File: config.mk
export PLATFORM = sky130hd
export DESIGN_NAME = pin_edge_irq
export DESIGN_NICKNAME = d
export VERILOG_FILES = /design/src/rtl/pin_edge_irq_pkg.sv /design/src/rtl/pin_edge_sync.sv /design/src/rtl/pin_edge_cfg.sv /design/src/rtl/pin_edge_detect.sv /design/src/rtl/pin_edge_irq.sv
export SDC_FILE = /design/constraint.sdc
export NUM_CORES = 1
export LEC_CHECK = 0
export BUFFER_PORTS_ARGS = -buffer_cell sky130_fd_sc_hd__buf_2
export CAP_MARGIN = 40
export CELL_PAD_IN_SITES_DETAIL_PLACEMENT = 1
export CELL_PAD_IN_SITES_GLOBAL_PLACEMENT = 1
export CORE_UTILIZATION = 44
export CTS_CLUSTER_DIAMETER = 200
export DETAILED_ROUTE_END_ITERATION = 8
export PLACE_DENSITY_LB_ADDON = 0.05
export SKIP_CTS_REPAIR_TIMING = 1
export SLEW_MARGIN = 40
export SYNTH_ARGS = -nofsm -noshare
export SYNTH_HDL_FRONTEND = slang
export SYNTH_SLANG_ARGS = --single-unit
File: constraint.sdc
create_clock -name clk -period 1.85 [get_ports clk]
set_input_delay 0.185 -clock clk [delete_from_list [all_inputs] [get_ports clk]]
set_output_delay 0.185 -clock clk [all_outputs]
set_load 0.1 [all_outputs]
File: src/rtl/pin_edge_irq_pkg.sv
package pin_edge_irq_pkg;
   localparam int SEL_W = 2;
   typedef enum logic [SEL_W-1:0] {
      SEL_RISE  = 2'd0,
      SEL_FALL  = 2'd1,
      SEL_FLAG  = 2'd2,
      SEL_LEVEL = 2'd3
   } reg_sel_e;
endpackage

File: src/rtl/pin_edge_sync.sv
// Multi-stage synchronizer with one extra delayed copy used for edge finding.
module pin_edge_sync #(
   parameter int NPINS  = 4,
   parameter int STAGES = 2
) (
   input  logic             clk,
   input  logic             rst_n,
   input  logic [NPINS-1:0] async_i,
   output logic [NPINS-1:0] sync_o,
   output logic [NPINS-1:0] prev_o
);
   localparam int LAST = STAGES;

   initial begin
      if (STAGES < 2) $error("pin_edge_sync: STAGES must be at least 2");
   end

   logic [LAST:0][NPINS-1:0] chain;

   for (genvar s = 0; s <= LAST; s++) begin : g_stage
      if (s == 0) begin : g_first
         always_ff @(posedge clk or negedge rst_n) begin
            if (!rst_n) chain[s] <= '0;
            else        chain[s] <= async_i;
         end
      end else begin : g_next
         always_ff @(posedge clk or negedge rst_n) begin
            if (!rst_n) chain[s] <= '0;
            else        chain[s] <= chain[s-1];
         end
      end
   end

   assign sync_o = chain[LAST-1];
   assign prev_o = chain[LAST];
endmodule

File: src/rtl/pin_edge_cfg.sv
// Rising and falling arm registers.
module pin_edge_cfg
   import pin_edge_irq_pkg::*;
#(
   parameter int NPINS = 4
) (
   input  logic             clk,
   input  logic             rst_n,
   input  logic             wr_en,
   input  reg_sel_e         wr_sel,
   input  logic [NPINS-1:0] wr_data,
   output logic [NPINS-1:0] rise_en,
   output logic [NPINS-1:0] fall_en
);
   always_ff @(posedge clk or negedge rst_n) begin
      if (!rst_n) begin
         rise_en <= '0;
         fall_en <= '0;
      end else if (wr_en) begin
         if (wr_sel == SEL_RISE) rise_en <= wr_data;
         if (wr_sel == SEL_FALL) fall_en <= wr_data;
      end
   end
endmodule

File: src/rtl/pin_edge_detect.sv
// Per-pin transition qualification and sticky flags; a new hit beats a clear.
module pin_edge_detect #(
   parameter int NPINS = 4
) (
   input  logic             clk,
   input  logic             rst_n,
   input  logic [NPINS-1:0] sync_i,
   input  logic [NPINS-1:0] prev_i,
   input  logic [NPINS-1:0] rise_en,
   input  logic [NPINS-1:0] fall_en,
   input  logic [NPINS-1:0] clr_i,
   output logic [NPINS-1:0] hit_o,
   output logic [NPINS-1:0] flag_o
);
   for (genvar i = 0; i < NPINS; i++) begin : g_pin
      logic went_up;
      logic went_down;
      assign went_up   = sync_i[i] & ~prev_i[i];
      assign went_down = ~sync_i[i] & prev_i[i];
      assign hit_o[i]  = (went_up & rise_en[i]) | (went_down & fall_en[i]);

      always_ff @(posedge clk or negedge rst_n) begin
         if (!rst_n)        flag_o[i] <= 1'b0;
         else if (hit_o[i]) flag_o[i] <= 1'b1;
         else if (clr_i[i]) flag_o[i] <= 1'b0;
      end
   end
endmodule

File: src/rtl/pin_edge_irq.sv
module pin_edge_irq
   import pin_edge_irq_pkg::*;
#(
   parameter int NPINS       = 4,
   parameter int SYNC_STAGES = 2
) (
   input  logic             clk,
   input  logic             rst_n,
   input  logic [NPINS-1:0] pin_i,
   input  logic             wr_en,
   input  logic [1:0]       wr_sel,
   input  logic [NPINS-1:0] wr_data,
   input  logic [1:0]       rd_sel,
   output logic [NPINS-1:0] rd_data,
   output logic [NPINS-1:0] irq_o,
   output logic             irq_any_o
);
   initial begin
      if (NPINS < 1 || NPINS > 64) $error("pin_edge_irq: NPINS out of range");
   end

   reg_sel_e         wsel;
   logic [NPINS-1:0] sync_lvl, prev_lvl;
   logic [NPINS-1:0] rise_en, fall_en;
   logic [NPINS-1:0] clr;
   logic [NPINS-1:0] hit;
   logic [NPINS-1:0] status;

   assign wsel = reg_sel_e'(wr_sel);

   pin_edge_sync #(.NPINS(NPINS), .STAGES(SYNC_STAGES)) u_sync (
      .clk(clk), .rst_n(rst_n), .async_i(pin_i),
      .sync_o(sync_lvl), .prev_o(prev_lvl)
   );

   pin_edge_cfg #(.NPINS(NPINS)) u_cfg (
      .clk(clk), .rst_n(rst_n), .wr_en(wr_en), .wr_sel(wsel),
      .wr_data(wr_data), .rise_en(rise_en), .fall_en(fall_en)
   );

   assign clr = (wr_en && wsel == SEL_FLAG) ? wr_data : '0;

   pin_edge_detect #(.NPINS(NPINS)) u_det (
      .clk(clk), .rst_n(rst_n), .sync_i(sync_lvl), .prev_i(prev_lvl),
      .rise_en(rise_en), .fall_en(fall_en), .clr_i(clr),
      .hit_o(hit), .flag_o(status)
   );

   always_comb begin
      case (reg_sel_e'(rd_sel))
         SEL_RISE: rd_data = rise_en;
         SEL_FALL: rd_data = fall_en;
         SEL_FLAG: rd_data = status;
         default:  rd_data = sync_lvl;
      endcase
   end

   assign irq_o     = status;
   assign irq_any_o = |status;
endmodule

# [Word-level counts from Yosys, hierarchy flattened]
# Index checks and enable logic that the tools add are counted.
[totals] regBits=24 input_bits=15 wordCells=61
[op_classes] eq_ne=4 muxes=10 bitwise=28 n_reduce_logical=10
[ops] cell="$and 1x1->1" n=16
[ops] cell="$pmux 4 s3" n=1
[ops] cell="$mux 1" n=8
[ops] cell="$not 1->1" n=8
[ops] cell="$reduce_bool 2->1" n=4
[ops] cell="$eq 2x1->1 const B" n=2
[ops] cell="$eq 2x2->1 const B" n=2
[ops] cell="$logic_not 2->1" n=2
[ops] cell="$mux 4" n=1
[ops] cell="$or 1x1->1" n=4
[ops] cell="$reduce_and 2->1" n=2
[ops] cell="$reduce_or 4->1" n=1
[ops] cell="$logic_and 1x1->1" n=1

# [Depth between registers and ports, before layout]
# Gate-level depths: netlist (run 1).
[logic_depth] word_depth=5 mapped_depth=2 ltp_nobuf=2

# [Modules after synthesis]
# A second synthesis (run 1) with hierarchy kept.
[unflattened] hier_cells=71 hier_area_um2=1044.8
[modules_own_cells] mod="pin_edge_sync" n_inst=1 cells_per_inst=20 area_each_um2=360.3
[modules_own_cells] mod="pin_edge_cfg" n_inst=1 cells_per_inst=18 area_each_um2=316.6
[modules_own_cells] mod="pin_edge_detect" n_inst=1 cells_per_inst=24 area_each_um2=215.2
[modules_own_cells] mod="pin_edge_irq" n_inst=1 cells_per_inst=9 area_each_um2=152.6

# [Worst setup path before layout (run 1)]
# OpenSTA, ideal clock, no wires.
[synth_path] path_type="flip-flop to output port" from="register u_det.flag_o[3]" to="output port irq_any_o" arrival_ps=1824 slack_ps=-159 path_stages_with_launch=2 cell_sequence="dfrtp_1 > or4_1"
[synth_between] elab_chain_cells=1
[synth_lines] item="from (decl)" line_no="pin_edge_detect.sv:13" text="output logic [NPINS-1:0] flag_o"
[synth_lines] item="from (signal, indexed assignment)" line_no="pin_edge_detect.sv:23" text="if (!rst_n) flag_o[i] <= 1'b0;"
[synth_lines] item="from (signal, indexed assignment)" line_no="pin_edge_detect.sv:24" text="else if (hit_o[i]) flag_o[i] <= 1'b1;"
[synth_lines] item="from (signal, indexed assignment)" line_no="pin_edge_detect.sv:25" text="else if (clr_i[i]) flag_o[i] <= 1'b0;"
[synth_lines] item="$reduce_or 4->1" line_no="pin_edge_irq.sv:59" text="assign irq_any_o = |status;"
[synth_lines] item="to (decl)" line_no="pin_edge_irq.sv:16" text="output logic irq_any_o"
# Every way passes these cells.

# [Final worst setup path (run 1)]
[layout_path] from="register u_det.flag_o[2]" to="output port irq_any_o"
# Same word-level chain as after synthesis.

==> results of run 1 <==
## final timing paths
kind / start / endpoint / slack, ns / cells after the start
setup / recovery: u_det.flag_o[2] / irq_any_o / 0.08 / 2
hold / removal: wr_data[0] / u_cfg.rise_en[0] / 0.13 / 2
setup reg to reg: u_cfg.rise_en[2] / u_det.flag_o[2] / 0.87 / 2
hold reg to reg: u_sync.chain[1] / u_sync.sync_o[1] / 0.36 / 0
max in group asynchronous: rst_n / u_det.flag_o[1] / 1.10 / 2
min in group asynchronous: rst_n / u_cfg.rise_en[0] / 0.36 / 2
## power by group
group          switching [mW]  internal (mW)
Sequential             0.0506          0.589
Combinational           0.320          0.116
Clock                   0.144         0.0761
## worst register-to-register path, stage by stage (launching register included)
cell and delay (ns):
dfrtp_1 0.42, and3b_1 0.19, a221o_1 0.27
## stage by stage
step / cell area (sq um) / cells / setup WS [ns] / hold WS (ns)
3_5_place_dp: 1110 / 105 / 0.430 / 0.190
2_1_floorplan: 958 / 55 / 0.266 / -0.111
3_3_place_gp: 1110 / 105 / 0.455 / 0.183
5_1_grt: 1180 / 113 / 0.0452 / 0.126
4_1_cts: 1130 / 108 / 0.0727 / -0.156
6_report: 1180 / 113 / 0.0834 / 0.133
## cell families after synthesis
family	Yosys count	synth area share, %
compound gates	4	4.22
flops	24	63.2
mux	12	19.0
simple gates	15	13.6
## synthesized netlist by cell type, drive strengths merged
library cell,number,share of area [%]
dfrtp,24,63
nor2b,4,2.6
mux4,4,9.5
a221o,4,4.2
or4,1,0.79
nand4b,4,3.7
mux2,8,9.5
nand3b,1,0.79
nor3b,1,2.0
and3b,4,3.7
## state kept, by name, indices dropped and copies added (netlist names)
name,cells
u_cfg.fall_en,4
u_cfg.rise_en,4
u_det.flag_o,4
u_sync.chain,4
u_sync.prev_o,4
u_sync.sync_o,4
## routing by layer
metal,track usage [%],share of wire [%],up-vias
li1,-,-,281
met1,25.1,48,323
met2,27.0,46,20
met3,5.03,5.0,4
met4,7.35,1.1,0
met5,0,0,-
## cell type report
| cell class | count | area share (%) |
|---|---|---|
| Timing Repair Buffer | 28 | 14.0 |
| Tap cell | 27 | 2.86 |
| Clock buffer | 3 | 1.91 |
| Sequential cell | 24 | 51.3 |
| Multi-Input combinational cell | 31 | 29.9 |
==> summary.txt, run 1 <==
Timing
  – Final-report setup violation count: 0
  – Final Cycle Share: 95.5%
  – Setup TNS: 0 ns
  – Rel. slew slack: 65.4%
  – Final Max Tran Viols: 0
  – RSZ-0062 raised after global routing: false
  – Min Tclk post-route: 1.77 ns
  – Final Hold Vio Count: 0
  – F_max: 0.566 GHz
  – Least-Margin Pin Slew: 0.519 ns
  – Clock skew: 0.000366 ns

Yosys
  – Cell count after synthesis: 55
  – Sequential area share after synthesis: 63.2%
  – Synth Net Count: 70
  – Synth cell types: 10
  – YS warnings: 0
  – Syn Std Cell Area: 950 sq um
  – Synthesis-stage register bit count: 24
  – Synth Area per Inst: 17.3 sq um

Global route
  – Largest net degree at the start of global routing: 25
  – GRT Util Overall: 18.1%
  – Vias in the first global route: 641
  – Initial antenna violation count: 0
  – First-pass GRT wire length: 3.11 mm
  – GRT Residual Overflow: 0

Routing
  – Avg Vias per Cell: 5.56
  – TritonRoute pass-1 iters: 4
  – Overall routed net length: 1.94 mm
  – Initial DRC count: 4
  – Wirelength per Cell: 17.2 microns
  – DRC errors left: 0
  – Routed Antenna Nets: 0
  – Vias: 628

Cells and area
  – Area delta synth->final: 24.2%
  – Nets: 103
  – Reg area: 606 sq um
  – Filler cells: 198
  – Share of layout cells above drive strength 1: 51.2%
  – Commonest non-fill, non-tap cell in the layout: buf_2
  – Area taken by multi-input logic gates: 353 sq um
  – Final Util: 58.9%
  – Most frequent cells in the layout: 23 x buf_2, 20 x dfrtp_1, 8 x mux2_2
  – Antenna cell count: 0

Power and ir drop
  – Pwr dens: 1100 nW/um^2
  – Leakage: 0.509 nW
  – Peak VDD IR: 0.657 mV
  – Overall Power: 1.30 mW

Placement
  – GP Congestion: 0.734
  – HPWL Detailed: 1.38 mm
  – I/O Buffers: 23

Clock network
  – Clk buf depth: 2
  – CTS tree: yes
  – H-tree levels: 1
  – Clk slew on worst S/H paths: 0.13 ns
  – Total CTS buffers: 3
  – Clk sinks: 24
  – Worst skew pair latency: 0.30 ns
  – Root Buffer: clkbuf_4

Setup path
  – Worst path slowest cell: or4_4
  – Worst-path fanout max: 4
  – CP top delay family: simple AND/OR/NAND/NOR gates
  – Buf+Inv Stages, Crit Path: 1
  – CP required: 1.66 ns
  – Cells along the critical path: or4_4, buf_2
  – Worst Setup End Kind: output pin
  – Data arrival time of the worst path: 1.58 ns
  – Crit Path Class: reg2out
  – Setup crit start kind: flip-flop
  – Max incr delay on CP: 0.51 ns

Die
  – Io pins: 24
  – Die Ht: 48.5 microns
  – Initial Util: 47.4%
  – Die Area: 2350 sq um
  – Area of the core: 2000 sq um
  – Die X: 48.5 microns
  – Row count: 16

Flow run
  – MaxCap Viol Count: 0

Status
  – Status: finished clean

Min path
  – Min-Delay Path Class: in2reg
Note: power is estimated with default switching activity, not from simulation.
==> run 2: changes to the inputs <==
--- a/config.mk
+++ b/config.mk
@@ -11,3 +11,4 @@
 export CELL_PAD_IN_SITES_GLOBAL_PLACEMENT = 1
-export CORE_UTILIZATION = 44
+export CORE_MARGIN = 2
+export CORE_UTILIZATION = 35
 export CTS_CLUSTER_DIAMETER = 200
==> constraint.sdc (replaced) <==
create_clock -name clk -period 1.85 [get_ports clk]
set_input_delay 0.2775 -clock clk [delete_from_list [all_inputs] [get_ports clk]]
set_output_delay 0.2775 -clock clk [all_outputs]
set_load 0.1 [all_outputs]
==> run 2 against run 1 <==
  * Setup slack worse by 0.033 ns
  * Clock skew up 0.0011 ns
  * Sequential power about the same
  * Combinational power about the same
  * Clock power hardly changed
  * Sequential share of layout area grew 1.1 points
  * Critical path type unchanged
  * Largest power group unchanged
  * Highest routed layer is now met3
==> summary.txt, run 2 (synthesized netlist as in run 1, its figures left out) <==
Min path
  – Hold Path End: u_sync.chain[0] (was u_cfg.rise_en[0])
  – Min-Delay Path Class: in2reg (unchanged)
  – HP Start: pin_i[0] (was wr_data[0])
  – Hold path cells: 1 (was 2)

Power and ir drop
  – Pwr dens: 1120 nW/um^2 (was 1100 nW/um^2)
  – Peak VDD IR: 0.620 mV (was 0.657 mV)
  – Leakage: 0.498 nW (was 0.509 nW)

Routing
  – Avg Vias per Cell: 5.37 (was 5.56)
  – TritonRoute pass-1 iters: 3 (was 4)
  – Wirelength per Cell: 17.5 microns (was 17.2 microns)
  – DRC errors left: 0 (unchanged)
  – Initial DRC count: 5 (was 4)
  – Vias: 601 (was 628)
  – Routed Antenna Nets: 0 (unchanged)
  – Overall routed net length: 1.96 mm (was 1.94 mm)

Die
  – Area of the core: 2520 sq um (was 2000 sq um)
  – Die Ht: 56.1 microns (was 48.5 microns)
  – Row count: 18 (was 16)
  – Die X: 56.1 microns (was 48.5 microns)
  – Initial Util: 37.6% (was 47.4%)
  – Io pins: 24 (unchanged)
  – Die Area: 3150 sq um (was 2350 sq um)

Placement
  – GP Congestion: 0.680 (was 0.734)
  – Placed cell area: 1110 sq um (about the same)
  – I/O Buffers: 23 (unchanged)
  – HPWL Detailed: 1.45 mm (was 1.38 mm)

Clock network
  – Clk sinks: 24 (unchanged)
  – CTS tree: yes (unchanged)
  – Clk buf depth: 2 (unchanged)
  – H-tree levels: 1 (unchanged)
  – Clk slew on worst S/H paths: 0.13 ns (about the same)
  – Root Buffer: clkbuf_4 (unchanged)
  – Total CTS buffers: 3 (unchanged)
  – Worst skew pair latency: 0.31 ns (was 0.30 ns)

Setup path
  – CP required: 1.57 ns (was 1.66 ns)
  – Worst Setup End Kind: output pin (unchanged)
  – Setup crit start kind: flip-flop (unchanged)
  – End of the worst register-to-register path: u_det.flag_o[0] (was u_det.flag_o[2])
  – Worst-path fanout max: 4 (unchanged)
  – Data arrival time of the worst path: 1.52 ns (was 1.58 ns)
  – Worst reg2reg path depth: 2 (unchanged)
  – Critical path startpoint: u_det.flag_o[2] (unchanged)
  – Worst R2R Start: u_sync.sync_o[0] (was u_cfg.rise_en[2])
  – Crit Path Class: reg2out (unchanged)
  – Reg2Reg Setup Slack: 0.89 ns (was 0.87 ns)

Timing
  – Rel. slew slack: 64.3% (was 65.4%)
  – F_max: 0.556 GHz (was 0.566 GHz)
  – Final-report setup violation count: 0 (unchanged)
  – Min Tclk post-route: 1.80 ns (was 1.77 ns)
  – Final Cycle Share: 97.3% (was 95.5%)
  – Clock skew: 0.00142 ns (was 0.000366 ns)
  – Final Max Tran Viols: 0 (unchanged)
  – Final Hold Vio Count: 0 (unchanged)
  – Least-Margin Pin Slew: 0.535 ns (was 0.519 ns)
  – RSZ-0062 raised after global routing: false (unchanged)
  – WHS: 0.0650 ns (was 0.133 ns)

Global route
  – GRT Util Overall: 13.3% (was 18.1%)
  – Vias in the first global route: 676 (was 641)
  – GRT Residual Overflow: 0 (unchanged)
  – Largest net degree at the start of global routing: 25 (unchanged)
  – Initial antenna violation count: 0 (unchanged)
  – First-pass GRT wire length: 3.18 mm (was 3.11 mm)

Flow run
  – MaxCap Viol Count: 0 (unchanged)

Cells and area
  – Final instance area: 1150 sq um (was 1180 sq um)
  – Nets: 99 (was 103)
  – Antenna cell count: 0 (unchanged)
  – Most frequent cells in the layout: 20 x buf_2, 20 x dfrtp_1, 8 x mux2_2 (was 23 x buf_2, 20 x dfrtp_1, 8 x mux2_2)
  – Share of layout cells above drive strength 1: 53.7% (was 51.2%)
  – Area delta synth->final: 21.6% (was 24.2%)

Status
  – Status: finished clean (unchanged)
-- run 2: cell types whose count changed in the layout (fill, tap and decap cells not counted) --
cell / previous run / this run
buf_6: 0 / 1
dlygate4sd3_1: 5 / 1
buf_2: 23 / 20
buf_4: 0 / 2
-- run 2: how the worst max path moves through the flow --
| stage | end | slack (ns) | cells after the start |
|---|---|---|---|
| after floorplan | rd_data[2] | 0.17 | 1 |
| after global placement | rd_data[3] | 0.29 | 3 |
| after detailed placement | rd_data[3] | 0.28 | 3 |
| after CTS | irq_any_o | -0.04 | 2 |
| after global routing | rd_data[2] | 0.007 | 2 |
| final | rd_data[2] | 0.05 | 2 |
-- run 2: final cells by class --
| class | instances | area, sq um |
|---|---|---|
| Fill cell | 266 | 1370 |
| Sequential cell | 24 | 606 |
| Timing Repair Buffer | 24 | 136 |
| Tap cell | 30 | 37.5 |
| Clock buffer | 3 | 22.5 |
| Multi-Input combinational cell | 31 | 353 |
-- run 2: per-layer routing --
layer | GRT usage, % | wire length (microns)
met1 | 18.3 | 973
met2 | 20.0 | 893
met3 | 2.79 | 92
met4 | 6.12 | 0
met5 | 0 | 0
-- run 2: stage by stage --
stage	worst slack (ns)	cells	utilization (%)	power [mW]	TNS, ns
after floorplan	0.174	55	-	0.979	0
after global placement	0.288	108	44.0	1.08	0
after detailed placement	0.284	108	44.0	1.08	0
after CTS	-0.0381	111	44.9	1.30	-0.0381
after global routing	0.00737	112	45.8	1.36	0
final	0.0507	112	45.8	1.30	0
-- run 2: power by group --
group	internal, mW	switching (mW)	leakage, nW
combinational	0.116	0.318	0.212
sequential	0.589	0.0509	0.272
clock	0.0761	0.147	0.0138
-- run 2: critical path: stages (launching register included) --
cell and delay, ns:
dfrtp_2 0.45, mux4_2 0.46, buf_2 0.30
==> run 3: changes to the inputs <==
- CORE_UTILIZATION: 35 -> 40
==> run 3 against run 2 <==
  * Flip-flop and latch count did not move
  * Cell area down 0.54%
  * Routed wire length fell by 7.9%
  * Clock power down 2%
  * Sequential power about the same
  * Critical path depth is the same
  * Via count unchanged
==> summary.txt, run 3 (synthesized netlist as in run 1, its figures left out) <==
Placement
  – I/O Buffers: 23 (unchanged)
  – Setup WS pre-CTS: 0.302 ns (was 0.284 ns)
  – Placed Cells: 106 (was 108)
  – Placed cell area: 1110 sq um (about the same)
  – HPWL Detailed: 1.37 mm (was 1.45 mm)
  – GP Congestion: 0.692 (was 0.680)

Timing
  – Min Tclk post-route: 1.79 ns (was 1.80 ns)
  – Rel. slew slack: 64.5% (was 64.3%)
  – Final-report setup violation count: 0 (unchanged)
  – Final worst setup slack: 0.0595 ns (was 0.0507 ns)
  – Final Hold Vio Count: 0 (unchanged)
  – Final Max Tran Viols: 0 (unchanged)
  – F_max: 0.558 GHz (was 0.556 GHz)
  – Setup TNS: 0 ns (unchanged)
  – RSZ-0062 raised after global routing: false (unchanged)
  – Final Cycle Share: 96.8% (was 97.3%)
  – Least-Margin Pin Slew: 0.532 ns (was 0.535 ns)
  – Clock skew: 0.00817 ns (was 0.00142 ns)

Die
  – Die X: 52.7 microns (was 56.1 microns)
  – Row count: 17 (was 18)
  – Io pins: 24 (unchanged)
  – Area of the core: 2230 sq um (was 2520 sq um)
  – Die Ht: 52.7 microns (was 56.1 microns)
  – Die Area: 2780 sq um (was 3150 sq um)
  – Initial Util: 42.5% (was 37.6%)

Routing
  – Overall routed net length: 1.81 mm (was 1.96 mm)
  – TritonRoute pass-1 iters: 4 (was 3)
  – Routed Antenna Nets: 0 (unchanged)
  – Vias: 601 (unchanged)
  – Wirelength per Cell: 16.4 microns (was 17.5 microns)
  – Post-Route M1 WL: 819 microns (was 973 microns)
  – Avg Vias per Cell: 5.46 (was 5.37)
  – Met2 WL: 892 microns (was 893 microns)
  – Top sig layer: met4 (was met3)
  – Initial DRC count: 4 (was 5)
  – DRC errors left: 0 (unchanged)
  – Met3 routed WL: 77 microns (was 92 microns)

Setup path
  – Worst-path fanout max: 4 (unchanged)
  – Setup crit start kind: flip-flop (unchanged)
  – CP required: 1.57 ns (about the same)
  – Reg2Reg Setup Slack: 0.87 ns (was 0.89 ns)
  – Worst Setup End Kind: output pin (unchanged)
  – Data arrival time of the worst path: 1.51 ns (was 1.52 ns)
  – Crit Path Class: reg2out (unchanged)

Clock network
  – Clk slew on worst S/H paths: 0.12 ns (was 0.13 ns)
  – Clk sinks: 24 (unchanged)
  – Root Buffer: clkbuf_4 (unchanged)
  – CTS tree: yes (unchanged)
  – H-tree levels: 1 (unchanged)
  – Total CTS buffers: 3 (unchanged)
  – Worst skew pair latency: 0.31 ns (about the same)
  – Clk buf depth: 2 (unchanged)

Global route
  – Initial antenna violation count: 0 (unchanged)
  – Largest net degree at the start of global routing: 25 (unchanged)
  – GRT Residual Overflow: 0 (unchanged)
  – GRT Util Overall: 15.9% (was 13.3%)
  – Vias in the first global route: 648 (was 676)
  – First-pass GRT wire length: 3.10 mm (was 3.18 mm)

Power and ir drop
  – Leakage: 0.496 nW (was 0.498 nW)
  – Pwr dens: 1120 nW/um^2 (about the same)
  – Peak VDD IR: 0.611 mV (was 0.620 mV)

Status
  – Status: finished clean (unchanged)

Cells and area
  – Nets: 99 (unchanged)
  – Most frequent cells in the layout: 20 x buf_2, 20 x dfrtp_1, 8 x mux2_2 (unchanged)
  – Share of layout cells above drive strength 1: 53.7% (unchanged)
  – Final Util: 51.4% (was 45.8%)
  – Final instance area: 1150 sq um (about the same)
  – Antenna cell count: 0 (unchanged)
  – Number of non-filler instances in the completed layout: 110 (was 112)
  – Filler cells: 240 (was 266)
  – Area delta synth->final: 20.9% (was 21.6%)
  – Reg area: 606 sq um (unchanged)
  – Area taken by multi-input logic gates: 353 sq um (unchanged)

Min path
  – Min-Delay Path Class: in2reg (unchanged)

Flow run
  – MaxCap Viol Count: 0 (unchanged)
## run 3: path summary, 6_finish.rpt
path | from | end | depth (start not counted)
setup / recovery | u_det.flag_o[1] | rd_data[1] | 2
hold / removal | pin_i[0] | u_sync.chain[0] | 1
setup reg to reg | u_sync.sync_o[0] | u_det.flag_o[0] | 2
hold reg to reg | u_sync.chain[3] | u_sync.sync_o[3] | 0
max in group asynchronous | rst_n | u_det.flag_o[3] | 2
min in group asynchronous | rst_n | u_cfg.rise_en[3] | 2
## run 3: through the flow
step	hold slack [ns]	total power, mW
after global routing	0.0424	1.35
after floorplan	-0.0181	0.979
after CTS	-0.0662	1.30
after detailed placement	0.291	1.08
after global placement	0.288	1.07
final	0.0645	1.29
## run 3: metal layers
metal	vias to the layer above	global-route usage, %
met2	13	26.3
met5	-	0
met1	314	20.3
met4	0	7.69
met3	2	2.57
li1	272	-
## run 3: area by class of cell
class                           count  share of cell area [%]
Sequential cell                    24                    52.7
Clock buffer                        3                    1.96
Timing Repair Buffer               24                    11.5
Multi-Input combinational cell     31                    30.7
Tap cell                           28                    3.05
## run 3: worst max-delay path: stages, from the launching register on
cell and delay (ns):
dfrtp_2 0.45, mux4_2 0.46, buf_2 0.31
## run 3: power breakdown
part | total [mW] | internal [mW] | switching [mW] | leakage, nW
logic | 0.432 | 0.116 | 0.317 | 0.210
registers | 0.639 | 0.589 | 0.0496 | 0.272
clock network | 0.218 | 0.0760 | 0.142 | 0.0138
total | 1.29 | 0.781 | 0.508 | 0.496
